**src/rtl/nmem_pkg.sv**
```systemverilog
`timescale 1ns/1ps
package nmem_pkg;
  localparam int ADDR_W = 8;
  localparam int DATA_W = 4;
  localparam int COL_W  = 4;

  localparam logic [ADDR_W-1:0] GPIO_OUT_ADDR = 8'h0A;
  localparam logic [ADDR_W-1:0] GPIO_IN_ADDR  = 8'h0B;

  typedef enum logic [1:0] {
    CELL_RAM,
    CELL_IN,
    CELL_OUT
  } cell_e;

  function automatic cell_e classify(input logic [ADDR_W-1:0] a);
    if (a == GPIO_IN_ADDR)       return CELL_IN;
    else if (a == GPIO_OUT_ADDR) return CELL_OUT;
    else                         return CELL_RAM;
  endfunction
endpackage

```
**src/rtl/nmem_rst_sync.sv**
```systemverilog
`timescale 1ns/1ps
module nmem_rst_sync (
  input  logic clk,
  input  logic arst_n,
  output logic rst_n
);
  logic [1:0] stage_q;

  always_ff @(posedge clk or negedge arst_n) begin
    if (!arst_n) stage_q <= 2'b00;
    else         stage_q <= {stage_q[0], 1'b1};
  end

  assign rst_n = stage_q[1];
endmodule

```
**src/rtl/nmem_sync.sv**
```systemverilog
`timescale 1ns/1ps
module nmem_sync #(
  parameter int W = 4
) (
  input  logic         clk,
  input  logic         rst_n,
  input  logic [W-1:0] d,
  output logic [W-1:0] q
);
  logic [W-1:0] meta_q, sync_q;

  always_ff @(posedge clk or negedge rst_n) begin
    if (!rst_n) begin
      meta_q <= '0;
      sync_q <= '0;
    end else begin
      meta_q <= d;
      sync_q <= meta_q;
    end
  end

  assign q = sync_q;

  AST_SYNC_FIRST:  assert property (@(posedge clk) disable iff (!rst_n)
    $past(rst_n) |-> meta_q == $past(d));
  AST_SYNC_SECOND: assert property (@(posedge clk) disable iff (!rst_n)
    $past(rst_n) |-> sync_q == $past(meta_q));
endmodule

```
**src/rtl/nmem_array.sv**
```systemverilog
`timescale 1ns/1ps
module nmem_array #(
  parameter int AW = 8,
  parameter int DW = 4
) (
  input  logic          clk,
  input  logic          we,
  input  logic [AW-1:0] waddr,
  input  logic [DW-1:0] wdata,
  input  logic [AW-1:0] raddr_a,
  output logic [DW-1:0] rdata_a,
  input  logic [AW-1:0] raddr_b,
  output logic [DW-1:0] rdata_b
);
  localparam int DEPTH = 1 << AW;

  logic [DW-1:0] mem [DEPTH];

  always_ff @(posedge clk) begin
    if (we) mem[waddr] <= wdata;
  end

  assign rdata_a = mem[raddr_a];
  assign rdata_b = mem[raddr_b];
endmodule

```
**src/rtl/nmem_window.sv**
```systemverilog
`timescale 1ns/1ps
module nmem_window #(
  parameter int AW    = 8,
  parameter int COL_W = 4
) (
  input  logic                clk,
  input  logic                rst_n,
  input  logic                sel_we,
  input  logic [AW-COL_W-1:0] sel_bank,
  input  logic                row,
  input  logic [COL_W-1:0]    col,
  output logic [AW-1:0]       disp_addr
);
  localparam int BANK_W = AW - COL_W;

  logic [BANK_W-1:0] bank_q, bank_d, shown_bank;

  always_comb begin
    bank_d = bank_q;
    if (sel_we) bank_d = sel_bank;
  end

  always_ff @(posedge clk or negedge rst_n) begin
    if (!rst_n) bank_q <= '0;
    else        bank_q <= bank_d;
  end

  assign shown_bank = bank_q + {{(BANK_W-1){1'b0}}, row};
  assign disp_addr  = {shown_bank, col};

  AST_BANK_LOAD: assert property (@(posedge clk) disable iff (!rst_n)
    sel_we |=> bank_q == $past(sel_bank));
  AST_BANK_HOLD: assert property (@(posedge clk) disable iff (!rst_n)
    !sel_we |=> $stable(bank_q));
endmodule

```
**src/rtl/nibble_dmem.sv**
```systemverilog
`timescale 1ns/1ps
module nibble_dmem
  import nmem_pkg::*;
#(
  parameter int AW = nmem_pkg::ADDR_W,
  parameter int DW = nmem_pkg::DATA_W,
  parameter int CW = nmem_pkg::COL_W
) (
  input  logic             clk,
  input  logic             arst_n,
  input  logic [AW-1:0]    cpu_addr,
  input  logic             cpu_we,
  input  logic [DW-1:0]    cpu_wdata,
  output logic [DW-1:0]    cpu_rdata,
  input  logic [DW-1:0]    gpio_in,
  output logic [DW-1:0]    gpio_out,
  input  logic             disp_sel_we,
  input  logic [AW-CW-1:0] disp_sel_bank,
  input  logic             disp_row,
  input  logic [CW-1:0]    disp_col,
  output logic [DW-1:0]    disp_data
);
  logic          rst_n;
  logic [DW-1:0] in_sync;
  logic [DW-1:0] out_q, out_d;
  logic [AW-1:0] disp_addr;
  logic [DW-1:0] ram_cpu, ram_disp;
  cell_e         cpu_cell, disp_cell;
  logic          ram_we, out_we;

  nmem_rst_sync i_rst (
    .clk    (clk),
    .arst_n (arst_n),
    .rst_n  (rst_n)
  );

  nmem_sync #(.W(DW)) i_sync (
    .clk   (clk),
    .rst_n (rst_n),
    .d     (gpio_in),
    .q     (in_sync)
  );

  nmem_window #(.AW(AW), .COL_W(CW)) i_win (
    .clk       (clk),
    .rst_n     (rst_n),
    .sel_we    (disp_sel_we),
    .sel_bank  (disp_sel_bank),
    .row       (disp_row),
    .col       (disp_col),
    .disp_addr (disp_addr)
  );

  assign cpu_cell  = classify(cpu_addr);
  assign disp_cell = classify(disp_addr);
  assign ram_we    = cpu_we && (cpu_cell == CELL_RAM);
  assign out_we    = cpu_we && (cpu_cell == CELL_OUT);

  nmem_array #(.AW(AW), .DW(DW)) i_array (
    .clk     (clk),
    .we      (ram_we),
    .waddr   (cpu_addr),
    .wdata   (cpu_wdata),
    .raddr_a (cpu_addr),
    .rdata_a (ram_cpu),
    .raddr_b (disp_addr),
    .rdata_b (ram_disp)
  );

  always_comb begin
    out_d = out_q;
    if (out_we) out_d = cpu_wdata;
  end

  always_ff @(posedge clk or negedge rst_n) begin
    if (!rst_n) out_q <= '0;
    else        out_q <= out_d;
  end

  assign gpio_out = out_q;

  always_comb begin
    unique case (cpu_cell)
      CELL_IN:  cpu_rdata = in_sync;
      CELL_OUT: cpu_rdata = out_q;
      default:  cpu_rdata = ram_cpu;
    endcase
  end

  always_comb begin
    unique case (disp_cell)
      CELL_IN:  disp_data = in_sync;
      CELL_OUT: disp_data = out_q;
      default:  disp_data = ram_disp;
    endcase
  end

  AST_OUT_LOAD: assert property (@(posedge clk) disable iff (!rst_n)
    (cpu_we && cpu_addr == GPIO_OUT_ADDR) |=> gpio_out == $past(cpu_wdata));
  AST_OUT_HOLD: assert property (@(posedge clk) disable iff (!rst_n)
    !(cpu_we && cpu_addr == GPIO_OUT_ADDR) |=> $stable(gpio_out));
  AST_IN_NOWRITE: assert property (@(posedge clk) disable iff (!rst_n)
    (cpu_we && cpu_addr == GPIO_IN_ADDR) |=> $stable(gpio_out));
endmodule

```
**config.mk**
```make
export PLATFORM = sky130hd
export DESIGN_NAME = nibble_dmem
export DESIGN_NICKNAME = d
export VERILOG_FILES = /design/src/rtl/nmem_pkg.sv /design/src/rtl/nmem_rst_sync.sv /design/src/rtl/nmem_sync.sv /design/src/rtl/nmem_array.sv /design/src/rtl/nmem_window.sv /design/src/rtl/nibble_dmem.sv
export SDC_FILE = /design/constraint.sdc
export NUM_CORES = 1
export LEC_CHECK = 0
export BUFFER_PORTS_ARGS = -buffer_cell sky130_fd_sc_hd__buf_2
export CAP_MARGIN = 0
export CELL_PAD_IN_SITES_DETAIL_PLACEMENT = 1
export CELL_PAD_IN_SITES_GLOBAL_PLACEMENT = 1
export CORE_MARGIN = 5
export CORE_UTILIZATION = 40
export DETAILED_ROUTE_END_ITERATION = 8
export PLACE_DENSITY_LB_ADDON = 0.1
export REMOVE_ABC_BUFFERS = 1
export SETUP_SLACK_MARGIN = 0.4
export SYNTH_ARGS = -nofsm -noshare
export SYNTH_HDL_FRONTEND = slang
export SYNTH_SLANG_ARGS = --single-unit
```
**constraint.sdc**
```tcl
create_clock -name clk -period 3.6 [get_ports clk]
set_input_delay 0.36 -clock clk [delete_from_list [all_inputs] [get_ports clk]]
set_output_delay 0.36 -clock clk [all_outputs]
set_load 0.03 [all_outputs]
```
[Word level (Yosys, flattened, before mapping)]
Memory sizes are Yosys's and may differ from the RTL's.
Index checks and enable logic that the tools add are counted.
Widths: inputs -> output; s select.
Cells by class
  muxes and demuxes: 8
  add/subtract/negate cells: 1
  reduce and logical (&&, ||, !) cells: 3
  equal/unequal tests: 8
  div/mod/pow operators: 0
  shift-type cells: 0
  bitwise logic cells: 0
  multipliers: 0
  $lt $le $gt $ge: 0
Operator list (number)
  $eq 8x4->1 const B: 4
  $pmux 4 s2: 2
  $mux 2: 4
  $add 4x1->4: 1
  $eq 2x1->1 const B: 2
  $eq 2x2->1 const B: 2
  $logic_and 1x1->1: 2
  $logic_not 2->1: 1
  $mux 1: 2
Word-level totals
  flip-flop bits (word level): 18
  input port bits: 29
  bits in latches: 0
  RAM bits: 1024
  memories: 1
  memory bits (read-only): 0
Memory list
  i_array.mem: words 256, bits a word 4, read ports 2, clocked after memory_dff 0, write ports 1, RTL line nmem_array.sv:17  | logic [DW-1:0] mem [DEPTH];

[Depth between registers and ports, before layout]
  depth after elaboration: 7
  gate-level depth with buffers: 12
  gate-level depth less buffers: 9

[By module]
Synthesis repeated with hierarchy kept, for this count alone.
Unflattened totals
  cell total of the unflattened synthesis: 2790
  area, all modules: 49984.2 um2
Modules (own cells, without submodules)
  nmem_array: area each 49113.4 um2, times used 1, cells an instance 2725, sequential area each 30749.5 um2
  nibble_dmem: area each 394.1 um2, times used 1, cells an instance 37, sequential area each 100.1 um2
  nmem_window: area each 222.7 um2, times used 1, cells an instance 17, sequential area each 100.1 um2
  nmem_sync: area each 200.2 um2, times used 1, cells an instance 8, sequential area each 200.2 um2
  nmem_rst_sync: area each 53.8 um2, times used 1, cells an instance 3, sequential area each 50.0 um2

[Least setup slack after synthesis]
Ideal clock, no wire load.
  path type: input port to output port
  start point: in disp_col[0]
  end point: out disp_data[3]
  data arrival time: 2.640 ns
  cell stages on the path: 12
  path slack: 0.600 ns
  path buffers: 6
  cell sequence: buf_2 -> buf_6 -> buf_4 -> buf_4 -> buf_4 -> buf_4 -> mux2i_1 -> nand2_1 -> o21ai_0 -> o21ai_0 -> a21oi_1 -> nor3_1
Between the ends
  longest elaborated chain between the ends: 5
RTL lines
  from (decl): RTL line nibble_dmem.sv:20  | input logic [CW-1:0] disp_col,
  parallel branches: the longest is 4 deep, another holds $mem_v2 256x4
  $pmux 4 s2 (*): RTL line nibble_dmem.sv:91  | unique case (disp_cell)
  to (decl): RTL line nibble_dmem.sv:21  | output logic [DW-1:0] disp_data
Every way passes the cells marked *.

==> impl_metrics.tcl <==
set metrics [dict create \
    relSlewSlack 0.314 \
    peakVddDrop_v 0.000375 \
    violations "negative setup slack" \
    initial_core_util 0.401 \
    drc_errors 0 \
    ys_seq_area_frac 0.631 \
    areaGrowthSynthToFinish_pct 19.0 \
    tightestPinTransition_ns 1.03 \
    track_usage 0.271 \
    clk_pin_slew_worst_paths_ns 0.06 \
    grt_max_degree 99 \
    leakagePower_nw 18.8 \
    combPwrFrac 0.117 \
    fillers 11400 \
    cts.sinks 1042 \
    syn-instance-count 2589 \
    slowest_delay_ns 0.58 \
    crit_slowest_cell "or4_4" \
    critical_path_buf_inv_count 2 \
    grt_pass1_wl_mm 249 \
    fin_nets 2951 \
    wl_per_cell_um 38.2 \
    antenna_found_initial 6 \
    num_rows 129 \
    timing.rr.start "i_win.bank_q[2]$_DFFE_PN0P_" \
    portBuffers 40 \
    status "finished with violations" \
    hold_ws_ns 0.0907 \
    setup_slack_ns -0.232 \
    maxCapViolations 0 \
    period_share 1.06 \
    worstPathRequired_ns 3.24 \
    die_y_um 362 \
    start_kind "register" \
    rsz0062_at_grt "true" \
    setup.worst_path.end_class "primary output" \
    setup_viol 3 \
    grt_pass1_vias 31300 \
    synth-edff-count 1024 \
    max_freq_mhz 261 \
    synthFlopType "edfxtp_1" \
    drtIter0Drc 3332 \
    clockRootBuffer "clkbuf_16" \
    min-delay-start "cpu_wdata[1]" \
    clockBufferDepth 3 \
    detail_route.vias_per_cell 6.35 \
    final_antenna_net_count 0 \
    gp_congestion 0.884 \
    swShare 0.246 \
    syn_area_sq_um 49400 \
    crit_chain "mux4_2 -> a22oi_2 -> a21oi_2 -> or4_4 -> a32oi_2 -> nand4_1 -> buf_4 -> buf_6" \
    routed_wl_mm 178 \
    synth.distinct_cells 61 \
    die_w_um 362 \
    finalSetupTns_ns -0.259 \
    netSwitchingPower_mw 7.11 \
    cp_top_family "simple AND/OR/NAND/NOR gates" \
    p_int_mw 21.8 \
    hold_viol 0 \
    grt_remaining_overflow 0 \
    min_path_type "input pin to register" \
    dp_hpwl_mm 124 \
    syn_avg_cell_area_sq_um 19.1 \
    slew_violations 0 \
    startpoint "i_array.mem[63][0]$_DFFE_PP_" \
    io_pins 41 \
    p_per_area_nw_per_um2 491 \
    cp.arrival_ns 3.47 \
    crit_type "register to primary output" \
    cts_tree "done" \
    cts_buffers 115 \
    synth_warnings 0 \
    via_count 29600 \
    clkPwrFrac 0.418 \
    ys_seq_elements 1042 \
    power_mw 28.9 \
    share_seq_of_total_power 0.464 \
    die-area_sq_um 131000 \
    fp.coreArea_sq_um 123000 \
    dr.pass1.iters 5 \
    min_period_ns 3.83 \
    h-tree-depth 3 \
    fin_skew_ns 0.0131 \
    path_max_fanout 2 \
    async_flop_share 0.0173 \
    final_layout_size_suffix_gt1_frac 0.422 \
    worstSkewPairLatency_ns 0.74 \
]
power by group through the flow:
stage	clock (mW)	sequential (mW)	combinational [mW]
2_1_floorplan	0	13.6	1.16
3_3_place_gp	0	13.7	3.02
3_5_place_dp	0	13.7	3.04
4_1_cts	12.3	13.4	3.31
5_1_grt	12.8	13.4	3.48
6_report	12.1	13.4	3.39
kinds of logic (layout without fill, tap and decap cells):
kind of cell / count (synthesis) / count (layout) / share of synthesized area
AOI/OAI and AO/OA: 200 / 200 / 0.0286
xor gates and xnor gates: 4 / 4 / 0.000709
adders and majority gates: 2 / 2 / 0.000506
buffers and inverters: 223 / 645 / 0.0243
DFF: 1042 / 1042 / 0.631
muxes: 648 / 648 / 0.274
other: 2 / 12 / 0.000152
and+or+nand+nor: 468 / 468 / 0.0407
synth_stat cells (20+ instances only):
cell type  number  area [sq um]
a21oi_1        37           185
a22oi_1        67           503
buf_2          62           310
buf_4          30           225
buf_6          20           225
clkbuf_1       80           300
edfxtp_1     1024         30700
mux2i_1        69           691
mux4_2        562         12700
nand2_1        77           289
nand3_1        34           170
nor2_1        276          1040
nor2b_1        27           169
layout make-up:
class / instances / area, sq um / area share
repair buffers: 419 / 4000 / 0.0680
multi-input cells: 1331 / 17700 / 0.301
well taps: 1637 / 2050 / 0.0348
flip-flops and latches: 1042 / 31200 / 0.530
clock inverters: 75 / 782 / 0.0133
diodes: 3 / 7.51 / 0.000128
clock buffers: 140 / 3060 / 0.0520
inverters: 11 / 46.3 / 0.000787
registers in the layout, summed over array words and instances, names as in the netlist:
name	flops
gpio_out	4
i_array.mem	1024
i_rst.stage_q	2
i_sync.meta_q	4
i_sync.q	4
i_win.bank_q	4
through the flow:
step | worst slack, ns | instance area (sq um) | std cells | util
3_5_place_dp | -0.513 | 53900 | 4406 | 0.437
4_1_cts | -0.240 | 58600 | 4647 | 0.475
6_report | -0.232 | 58800 | 4658 | 0.477
2_1_floorplan | 0.279 | 48300 | 2384 | -
5_1_grt | -0.270 | 58800 | 4655 | 0.477
3_3_place_gp | -0.507 | 53900 | 4406 | 0.437
layer usage:
layer / up-vias / wire length (um) / GRT usage
li1: 11700 / - / -
met1: 16200 / 71000 / 0.370
met2: 1412 / 85300 / 0.437
met3: 317 / 15100 / 0.0546
met4: 4 / 6700 / 0.0947
met5: - / 23 / 0
cells in the final DEF (no fill, tap or decap), types with 6 or more instances in the layout:
cell type      count
clkinv_1          20
buf_2             20
buf_12            54
a22oi_2           15
dlygate4sd3_1     14
inv_1              6
nand2_1           71
edfxtp_1        1024
clkinv_2          18
mux4_2           562
a22oi_1           52
nand3_1           26
clkbuf_1          21
a211oi_1           8
clkinv_4           6
clkbuf_16        119
buf_6             18
conb_1             9
and3_1             7
a21oi_2           10
nand4_1            6
bufinv_16         13
and2_1             6
clkinvlp_4        12
o22ai_1            8
dfrtp_1           18
mux2i_2            6
nor3b_1            6
buf_4            305
a22o_1             7
nand3_2            8
mux2_2            17
mux2i_1           63
a21oi_1           25
a31oi_1           10
nor2_1           269
nor2b_1           22
worst paths after layout:
path	end	slack, ns	cells past startpoint
worst min register to register	i_sync.q[1]$_DFF_PN0_	0.35	0
max in group asynchronous	i_sync.q[3]$_DFF_PN0_	2.52	0
worst max-delay path	cpu_rdata[0]	-0.23	8
min in group asynchronous	i_win.bank_q[0]$_DFFE_PN0P_	0.42	0
worst min-delay path	i_array.mem[73][1]$_DFFE_PP_	0.09	1
worst max register to register	i_win.bank_q[2]$_DFFE_PN0P_	2.07	2
repair_timing:
| action | CTS | global route |
|---|---|---|
| gates resized for setup | 120 | 38 |
| pin swaps | 34 | 24 |
| setup buffers | 9 | 8 |
| hold buffers | 14 | 0 |
| setup endpoints to repair | 8 | 8 |
| endpoints found under the hold margin | 10 | 0 |
| gates cloned | 3 | 0 |
Power figures use the tool's default switching activity.
